--- config.mk ---
export PLATFORM = sky130hd
export DESIGN_NAME = dev_err_signaler
export DESIGN_NICKNAME = d
export VERILOG_FILES = /design/src/rtl/des_pkg.sv /design/src/rtl/des_classify.sv /design/src/rtl/des_status_store.sv /design/src/rtl/des_report.sv /design/src/rtl/dev_err_signaler.sv
export SDC_FILE = /design/constraint.sdc
export NUM_CORES = 1
export LEC_CHECK = 0
export CORE_ASPECT_RATIO = 1.75
export CORE_MARGIN = 5
export CORE_UTILIZATION = 39
export DETAILED_ROUTE_END_ITERATION = 6
export GPL_ROUTABILITY_DRIVEN = 0
export PLACE_DENSITY = 0.86
export SYNTH_ARGS = -nofsm -noshare
export SYNTH_HDL_FRONTEND = slang
export SYNTH_SLANG_ARGS = --single-unit
--- constraint.sdc ---
create_clock -name clk_i -period 3 [get_ports clk_i]
set_input_delay 0.3 -clock clk_i [delete_from_list [all_inputs] [get_ports clk_i]]
set_output_delay 0.3 -clock clk_i [all_outputs]
set_load 0.005 [all_outputs]
--- src/rtl/des_pkg.sv ---
package des_pkg;

    localparam int STA_W  = 32;
    localparam int DSTA_W = 4;

    // supported and default-fatal bit sets
    localparam logic [STA_W-1:0] UNC_SUP        = 32'h03FF_F030;
    localparam logic [STA_W-1:0] COR_SUP        = 32'h0000_F1C1;
    localparam logic [STA_W-1:0] UNC_DFLT_FATAL = 32'h0046_2030;

    localparam int UR_BIT  = 20;
    localparam int ADV_BIT = 13;
    localparam int HLO_BIT = 15;

    localparam logic [STA_W-1:0] ADV_VEC = STA_W'(1) << ADV_BIT;
    localparam logic [STA_W-1:0] HLO_VEC = STA_W'(1) << HLO_BIT;

    // device status bit positions
    localparam int DS_CED  = 0;
    localparam int DS_NFED = 1;
    localparam int DS_FED  = 2;
    localparam int DS_URD  = 3;

    typedef enum logic [1:0] {
        SEV_NONE     = 2'b00,
        SEV_COR      = 2'b01,
        SEV_NONFATAL = 2'b10,
        SEV_FATAL    = 2'b11
    } sev_e;

    typedef struct packed {
        logic              accept;
        logic [DSTA_W-1:0] dsta_set;
        logic [STA_W-1:0]  unc_set;
        logic [STA_W-1:0]  cor_set;
        logic              log_req;
        logic [STA_W-1:0]  log_bit;
        logic              msg_send;
        sev_e              sev;
    } verdict_t;

endpackage

--- src/rtl/des_classify.sv ---
module des_classify
    import des_pkg::*;
(
    input  logic             ev_valid,
    input  logic [STA_W-1:0] ev_status,
    input  logic             ev_is_corr,
    input  logic             ev_maybe_adv,
    input  logic             serr_en,
    input  logic             cor_rep_en,
    input  logic             nf_rep_en,
    input  logic             fat_rep_en,
    input  logic             ur_rep_en,
    input  logic             sev_prog,
    input  logic [STA_W-1:0] unc_sev,
    input  logic [STA_W-1:0] unc_mask,
    input  logic [STA_W-1:0] cor_mask,
    output verdict_t         verdict
);

    logic [STA_W-1:0] hit;
    logic [STA_W-1:0] sev_tab;
    logic [STA_W-1:0] cor_bit;
    logic             single;
    logic             is_ur;
    logic             fatal;
    logic             as_cor;
    logic             unc_masked;
    logic             cor_masked;

    always_comb begin
        hit        = ev_status & (ev_is_corr ? COR_SUP : UNC_SUP);
        single     = (hit != '0) && ((hit & (hit - STA_W'(1))) == '0);
        is_ur      = !ev_is_corr && hit[UR_BIT];
        sev_tab    = sev_prog ? unc_sev : UNC_DFLT_FATAL;
        fatal      = !ev_is_corr && (|(hit & sev_tab));
        as_cor     = ev_is_corr || (!fatal && ev_maybe_adv);
        cor_bit    = ev_is_corr ? hit : ADV_VEC;
        unc_masked = |(hit & unc_mask);
        cor_masked = |(cor_bit & cor_mask);
    end

    always_comb begin
        verdict = '0;
        verdict.sev = SEV_NONE;
        if (ev_valid && single) begin
            verdict.accept = 1'b1;
            if (is_ur) begin
                verdict.dsta_set[DS_URD] = 1'b1;
            end
            if (as_cor) begin
                verdict.dsta_set[DS_CED] = 1'b1;
                verdict.cor_set          = cor_bit;
                if (!cor_masked) begin
                    if (!ev_is_corr) begin
                        verdict.unc_set = hit;
                        if (!unc_masked) begin
                            verdict.log_req = 1'b1;
                            verdict.log_bit = hit;
                        end
                    end
                    if (cor_rep_en && !(is_ur && !ur_rep_en)) begin
                        verdict.msg_send = 1'b1;
                        verdict.sev      = SEV_COR;
                    end
                end
            end else begin
                if (fatal) begin
                    verdict.dsta_set[DS_FED] = 1'b1;
                end else begin
                    verdict.dsta_set[DS_NFED] = 1'b1;
                end
                verdict.unc_set = hit;
                if (!unc_masked) begin
                    verdict.log_req = 1'b1;
                    verdict.log_bit = hit;
                    if (!(is_ur && !ur_rep_en && !serr_en)) begin
                        if (fatal && (serr_en || fat_rep_en)) begin
                            verdict.msg_send = 1'b1;
                            verdict.sev      = SEV_FATAL;
                        end else if (!fatal && (serr_en || nf_rep_en)) begin
                            verdict.msg_send = 1'b1;
                            verdict.sev      = SEV_NONFATAL;
                        end
                    end
                end
            end
        end
    end

endmodule

--- src/rtl/des_status_store.sv ---
module des_status_store
    import des_pkg::*;
(
    input  logic              clk_i,
    input  logic              rst_ni,
    input  verdict_t          verdict,
    output logic [DSTA_W-1:0] dev_sta,
    output logic [STA_W-1:0]  unc_sta,
    output logic [STA_W-1:0]  cor_sta
);

    // each status bit is an independent sticky flop
    for (genvar gi = 0; gi < STA_W; gi++) begin : g_sta
        always_ff @(posedge clk_i) begin
            if (!rst_ni) begin
                unc_sta[gi] <= 1'b0;
                cor_sta[gi] <= 1'b0;
            end else if (verdict.accept) begin
                unc_sta[gi] <= unc_sta[gi] | verdict.unc_set[gi];
                cor_sta[gi] <= cor_sta[gi] | verdict.cor_set[gi];
            end
        end
    end

    for (genvar gd = 0; gd < DSTA_W; gd++) begin : g_dsta
        always_ff @(posedge clk_i) begin
            if (!rst_ni) begin
                dev_sta[gd] <= 1'b0;
            end else if (verdict.accept) begin
                dev_sta[gd] <= dev_sta[gd] | verdict.dsta_set[gd];
            end
        end
    end

endmodule

--- src/rtl/des_report.sv ---
module des_report
    import des_pkg::*;
#(
    parameter int SRC_W = 16
) (
    input  logic             clk_i,
    input  logic             rst_ni,
    input  verdict_t         verdict,
    input  logic [SRC_W-1:0] src,
    output logic             msg_valid,
    output logic [1:0]       msg_sev,
    output logic [SRC_W-1:0] msg_src,
    output logic             log_req,
    output logic [STA_W-1:0] log_status,
    output logic [SRC_W-1:0] log_src
);

    always_ff @(posedge clk_i) begin
        if (!rst_ni) begin
            msg_valid  <= 1'b0;
            msg_sev    <= SEV_NONE;
            msg_src    <= '0;
            log_req    <= 1'b0;
            log_status <= '0;
            log_src    <= '0;
        end else begin
            msg_valid <= verdict.msg_send;
            log_req   <= verdict.log_req;
            if (verdict.msg_send) begin
                msg_sev <= verdict.sev;
                msg_src <= src;
            end else begin
                msg_sev <= SEV_NONE;
            end
            if (verdict.log_req) begin
                log_status <= verdict.log_bit;
                log_src    <= src;
            end
        end
    end

endmodule

--- src/rtl/dev_err_signaler.sv ---
module dev_err_signaler
    import des_pkg::*;
#(
    parameter int SRC_W = 16
) (
    input  logic               clk_i,
    input  logic               rst_ni,
    input  logic               evt_valid_i,
    output logic               evt_ready_o,
    input  logic [STA_W-1:0]   evt_status_i,
    input  logic               evt_is_corr_i,
    input  logic               evt_maybe_adv_i,
    input  logic [SRC_W-1:0]   evt_src_i,
    input  logic               cfg_serr_en_i,
    input  logic               cfg_cor_rep_en_i,
    input  logic               cfg_nf_rep_en_i,
    input  logic               cfg_fat_rep_en_i,
    input  logic               cfg_ur_rep_en_i,
    input  logic               cfg_sev_prog_i,
    input  logic [STA_W-1:0]   cfg_unc_sev_i,
    input  logic [STA_W-1:0]   cfg_unc_mask_i,
    input  logic [STA_W-1:0]   cfg_cor_mask_i,
    output logic               msg_valid_o,
    output logic [1:0]         msg_sev_o,
    output logic [SRC_W-1:0]   msg_src_o,
    output logic               log_req_o,
    output logic [STA_W-1:0]   log_status_o,
    output logic [SRC_W-1:0]   log_src_o,
    input  logic               log_ovf_i,
    output logic [DSTA_W-1:0]  dev_sta_o,
    output logic [STA_W-1:0]   unc_sta_o,
    output logic [STA_W-1:0]   cor_sta_o
);

    typedef enum logic [0:0] {
        ST_IDLE = 1'b0,
        ST_HLO  = 1'b1
    } state_e;

    state_e           state_q;
    state_e           state_d;
    logic [SRC_W-1:0] hlo_src_q;
    logic             ovf_seen;

    logic             cls_valid;
    logic [STA_W-1:0] cls_status;
    logic             cls_corr;
    logic             cls_adv;
    logic [SRC_W-1:0] cls_src;
    verdict_t         verdict;

    assign ovf_seen = log_req_o && log_ovf_i;

    // state register
    always_ff @(posedge clk_i) begin
        if (!rst_ni) begin
            state_q <= ST_IDLE;
        end else begin
            state_q <= state_d;
        end
    end

    // transitions: T_OVF (ST_IDLE -> ST_HLO), T_DONE (ST_HLO -> ST_IDLE)
    always_comb begin
        state_d = state_q;
        unique case (state_q)
            ST_IDLE: if (ovf_seen) state_d = ST_HLO;
            ST_HLO:  state_d = ST_IDLE;
            default: state_d = ST_IDLE;
        endcase
    end

    // outputs and classifier source selection
    always_comb begin
        evt_ready_o = 1'b0;
        cls_valid   = 1'b0;
        cls_status  = evt_status_i;
        cls_corr    = evt_is_corr_i;
        cls_adv     = evt_maybe_adv_i;
        cls_src     = evt_src_i;
        unique case (state_q)
            ST_IDLE: begin
                evt_ready_o = !ovf_seen;
                cls_valid   = evt_valid_i && !ovf_seen;
            end
            ST_HLO: begin
                cls_valid  = 1'b1;
                cls_status = HLO_VEC;
                cls_corr   = 1'b1;
                cls_adv    = 1'b0;
                cls_src    = hlo_src_q;
            end
            default: ;
        endcase
    end

    always_ff @(posedge clk_i) begin
        if (!rst_ni) begin
            hlo_src_q <= '0;
        end else if (state_q == ST_IDLE && ovf_seen) begin
            hlo_src_q <= log_src_o;
        end
    end

    des_classify u_classify (
        .ev_valid     (cls_valid),
        .ev_status    (cls_status),
        .ev_is_corr   (cls_corr),
        .ev_maybe_adv (cls_adv),
        .serr_en      (cfg_serr_en_i),
        .cor_rep_en   (cfg_cor_rep_en_i),
        .nf_rep_en    (cfg_nf_rep_en_i),
        .fat_rep_en   (cfg_fat_rep_en_i),
        .ur_rep_en    (cfg_ur_rep_en_i),
        .sev_prog     (cfg_sev_prog_i),
        .unc_sev      (cfg_unc_sev_i),
        .unc_mask     (cfg_unc_mask_i),
        .cor_mask     (cfg_cor_mask_i),
        .verdict      (verdict)
    );

    des_status_store u_status (
        .clk_i   (clk_i),
        .rst_ni  (rst_ni),
        .verdict (verdict),
        .dev_sta (dev_sta_o),
        .unc_sta (unc_sta_o),
        .cor_sta (cor_sta_o)
    );

    des_report #(.SRC_W(SRC_W)) u_report (
        .clk_i      (clk_i),
        .rst_ni     (rst_ni),
        .verdict    (verdict),
        .src        (cls_src),
        .msg_valid  (msg_valid_o),
        .msg_sev    (msg_sev_o),
        .msg_src    (msg_src_o),
        .log_req    (log_req_o),
        .log_status (log_status_o),
        .log_src    (log_src_o)
    );

endmodule

==> summary.txt <==
STA
  – Tmin final: 2.84 ns
  – Endpoints failing hold: 0
  – Setup Viol. Count Final: 0
  – Tcrit/Tclk final: ~95%
  – Sum Neg Setup Slack: 0 ns
  – Unrepaired setup endpoints after global routing: no
  – Fmax: between 300 and 400 MHz
  – Final Skew: between 0.008 and 0.009 ns
  – Final slew viol count: 0
  – Worst slew margin: 46.0%
  – Worst-margin pin slew: 0.808 ns

Critical path
  – CP max FO: 18
  – Flop2flop setup slack: about 0.25 ns
  – Reg2reg end: u_report.log_status[7]$_SDFFE_PN0P_
  – Crit end category: flip-flop
  – CP Launch Type: input pin
  – Worst setup path endpoint: u_report.msg_sev[0]$_SDFF_PN0_
  – Worst Setup SP: evt_status_i[4]
  – WS Path Type: input pin to flip-flop
  – Crit path DAT: 3.16 ns
  – Reg2reg start: state_q$_SDFF_PP0_
  – R2R cell count: 8
  – Max incr delay on CP: approximately 0.47 ns
  – WP data required: 3.32 ns
  – Crit-path most repeated cell: buf_4
  – Crit-path slowest cell: clkdlybuf4s50_1
  – Crit path cell chain: clkdlybuf4s50_1 -> buf_4 -> a222oi_1 -> nand3_1 -> a2111oi_2 -> buf_4 -> nand3b_1 -> a2111oi_1 -> buf_4 -> o211ai_1 -> buf_12 -> nor3_1

Layout
  – Commonest non-fill, non-tap cell in the layout: clkdlybuf4s50_1
  – Share of layout cells above drive strength 1: approximately 15%
  – Area growth syn-to-layout: 58.5%
  – Nets: slightly above 1000
  – Layout Utilization: between 60% and 70%
  – FILL cells: between 1000 and 1500
  – Commonest non-fill, non-tap cells in the layout: 195 x clkdlybuf4s50_1, 138 x nand2_1, 116 x dfxtp_1
  – Antenna Diode Count: 0

Clock tree
  – H-tree depth: 4
  – Clock Sinks: around 120
  – CTS root buf: clkbuf_16
  – Clock Latency Late Sink: roughly 0.40 ns
  – Clock Tree Buf Depth: 2
  – CTS buffer count: 17
  – CTS tree: done
  – Clock-pin slew on the worst setup and hold paths: 0.06 ns
  – Cts hold-fix bufs: 0

Placement
  – DP Wirelength: about 14 mm
  – Buffers added on ports: 196

Logic synthesis
  – Synth Register Bits: 117
  – Post-Synthesis Cells: 603
  – Yosys warnings: 0
  – Post-synth cell types: 57
  – Main area contributors after synthesis: dfxtp_1 44%, nand2_1 9.8%, mux2i_1 9.1%, buf_4 5.2%, mux2_2 3.4%
  – Seq/Total Area, Yosys: 44.1%
  – Top cell type by total area after synthesis: dfxtp_1
  – Post-synth ARST share: 0%
  – Synthesized cell area: between 5000 and 6000 sq um
  – EDFF count, synth: 0
  – Top cell type's share of synthesized area: 44.1%
  – Main synth FF type: dfxtp_1
  – Avg Inst Size Synth: ~8.8 sq um

Route
  – 1st-iter DRT viols: roughly 310
  – Post-DRT Antenna Nets: 0
  – DRC Markers: 0
  – Wire length per cell: around 18 um
  – Routed vias/inst: 5.19
  – Router iterations before antenna repair: 5
  – Via Count: 5390
  – WL final: 18.7 mm

Job
  – Max-cap violations: 0

Global routing
  – Initial antenna violation count: 0
  – Maximum number of pins on one net before global-route repair: 64
  – Gr ovfl total: 0
  – Total GRT Usage: a little under a quarter
  – First-pass GRT wire length: about 29 mm
  – Vias in the first global route: roughly 5600

Min path
  – Hold Path Class: input pin to flip-flop
  – Worst hold stages: 3
  – Hold Startpoint: rst_ni

Floorplan
  – Die area: between 15000 and 20000 sq um
  – Core Region: 13400 sq um
  – Initial Utilization: around two fifths
  – FP Rows: 56
  – Die X: just under 100 um
  – # IOs: roughly 290
  – Die Span Y: between 150 and 200 um

Power
  – Worst IR Drop VDD: between 0.3 and 0.4 mV
  – LEAKAGE: approximately 3.5 nW
  – PD cells: 475 nW/um^2

Run status
  – Status: completed
[power by group]
part	leakage [nW]	switching [W]	internal, W
combinational	2.28	0.000193	0.000209
sequential	0.942	0.000000258	0.00155
clock	0.279	0.000764	0.00127
total	3.50	0.000958	0.00304
[layer usage]
metal  GRT usage, %  up-vias  wire [um]
met5              0        -          0
met4           11.4        0        738
met3           7.35       57       1680
met2           40.1      280       9360
met1           24.0     2505       6920
li1               -     2548          -
[registers in the layout, summed over array words and instances, names as in the netlist]
signal / count
u_report.log_src: 16
u_report.log_req: 1
u_status.cor_sta: 20
u_status.dev_sta: 4
u_report.msg_src: 16
u_report.msg_sev: 2
u_status.unc_sta: 20
u_report.log_status: 20
hlo_src_q: 16
u_report.msg_valid: 1
state_q: 1
[repair_timing]
item | CTS | global route
setup buffers | 0 | 2
setup endpoints to repair | 0 | 54
gates resized for setup | 0 | 9
[area by class of cell]
type | count | area [sq um] | area share [%]
Inverter | 11 | 41.3 | 0.491
Timing Repair Buffer | 266 | 2530 | 30.0
Clock inverter | 13 | 146 | 1.74
Multi-Input combinational cell | 438 | 2680 | 31.9
Tap cell | 174 | 218 | 2.59
Sequential cell | 117 | 2340 | 27.9
Clock buffer | 19 | 453 | 5.39
[per-stage QoR]
step                      cells  cell area, sq um  hold slack, ns  worst slack (ns)  power, W
after floorplan             638              5440           0.422             0.330   0.00176
after global placement     1003              7740           0.435            -0.214   0.00197
after detailed placement   1003              7740           0.445            -0.285   0.00197
after CTS                  1035              8340           0.413           0.00377   0.00402
after global routing       1038              8410           0.452          0.000792   0.00413
final                      1038              8410           0.435             0.158   0.00400
[synthesized netlist by cell type (2+ instances only)]
master,count
nand2_1,138
dfxtp_1,117
mux2i_1,48
buf_4,37
nor2_1,27
clkbuf_1,26
a21oi_1,22
o21ai_0,22
and2_1,16
mux2_2,16
inv_1,10
a22oi_1,9
a41oi_1,8
nand3_1,8
and3_1,7
nor3_1,7
buf_2,6
a22o_1,5
a222oi_1,4
nand2b_1,4
nand3b_1,4
o211ai_1,4
o31ai_1,4
a31oi_1,3
nand4_1,3
nor2b_1,3
o22ai_1,3
a2111oi_0,2
a211oi_1,2
a311oi_1,2
and4_1,2
buf_1,2
nor4_1,2
o2111a_1,2
o2111ai_1,2
o21a_1,2
o311a_1,2
o32ai_1,2
or2_2,2
[cell families (layout without fill, tap and decap cells)]
| family | after synthesis | after routing | synth area share (%) |
|---|---|---|---|
| other | 1 | 36 | 0.0707 |
| DFF | 117 | 117 | 44.1 |
| and+or+nand+nor | 226 | 226 | 19.3 |
| buffers and inverters | 84 | 309 | 8.86 |
| AOI/OAI and AO/OA | 111 | 112 | 15.2 |
| muxes | 64 | 64 | 12.4 |
[critical path, delay by kind of cell]
family                 cells  cell delay (ns)
buffers and inverters      5             1.23
AOI/OAI and AO/OA          4             1.16
and+or+nand+nor            3             0.46
[worst min-delay path by stage]
stage / slack, ns / to
floorplan: 0.42 / u_status.unc_sta[12]$_SDFFE_PN0P_
CTS: 0.41 / u_report.log_status[15]$_SDFFE_PN0P_
finish: 0.44 / u_report.log_src[4]$_SDFFE_PN0P_
detailed placement: 0.44 / u_status.unc_sta[0]$_SDFFE_PN0P_
global route: 0.45 / u_report.msg_sev[1]$_SDFF_PN0_
global placement: 0.44 / u_status.unc_sta[25]$_SDFFE_PN0P_
(Power assumes the default switching activity.)
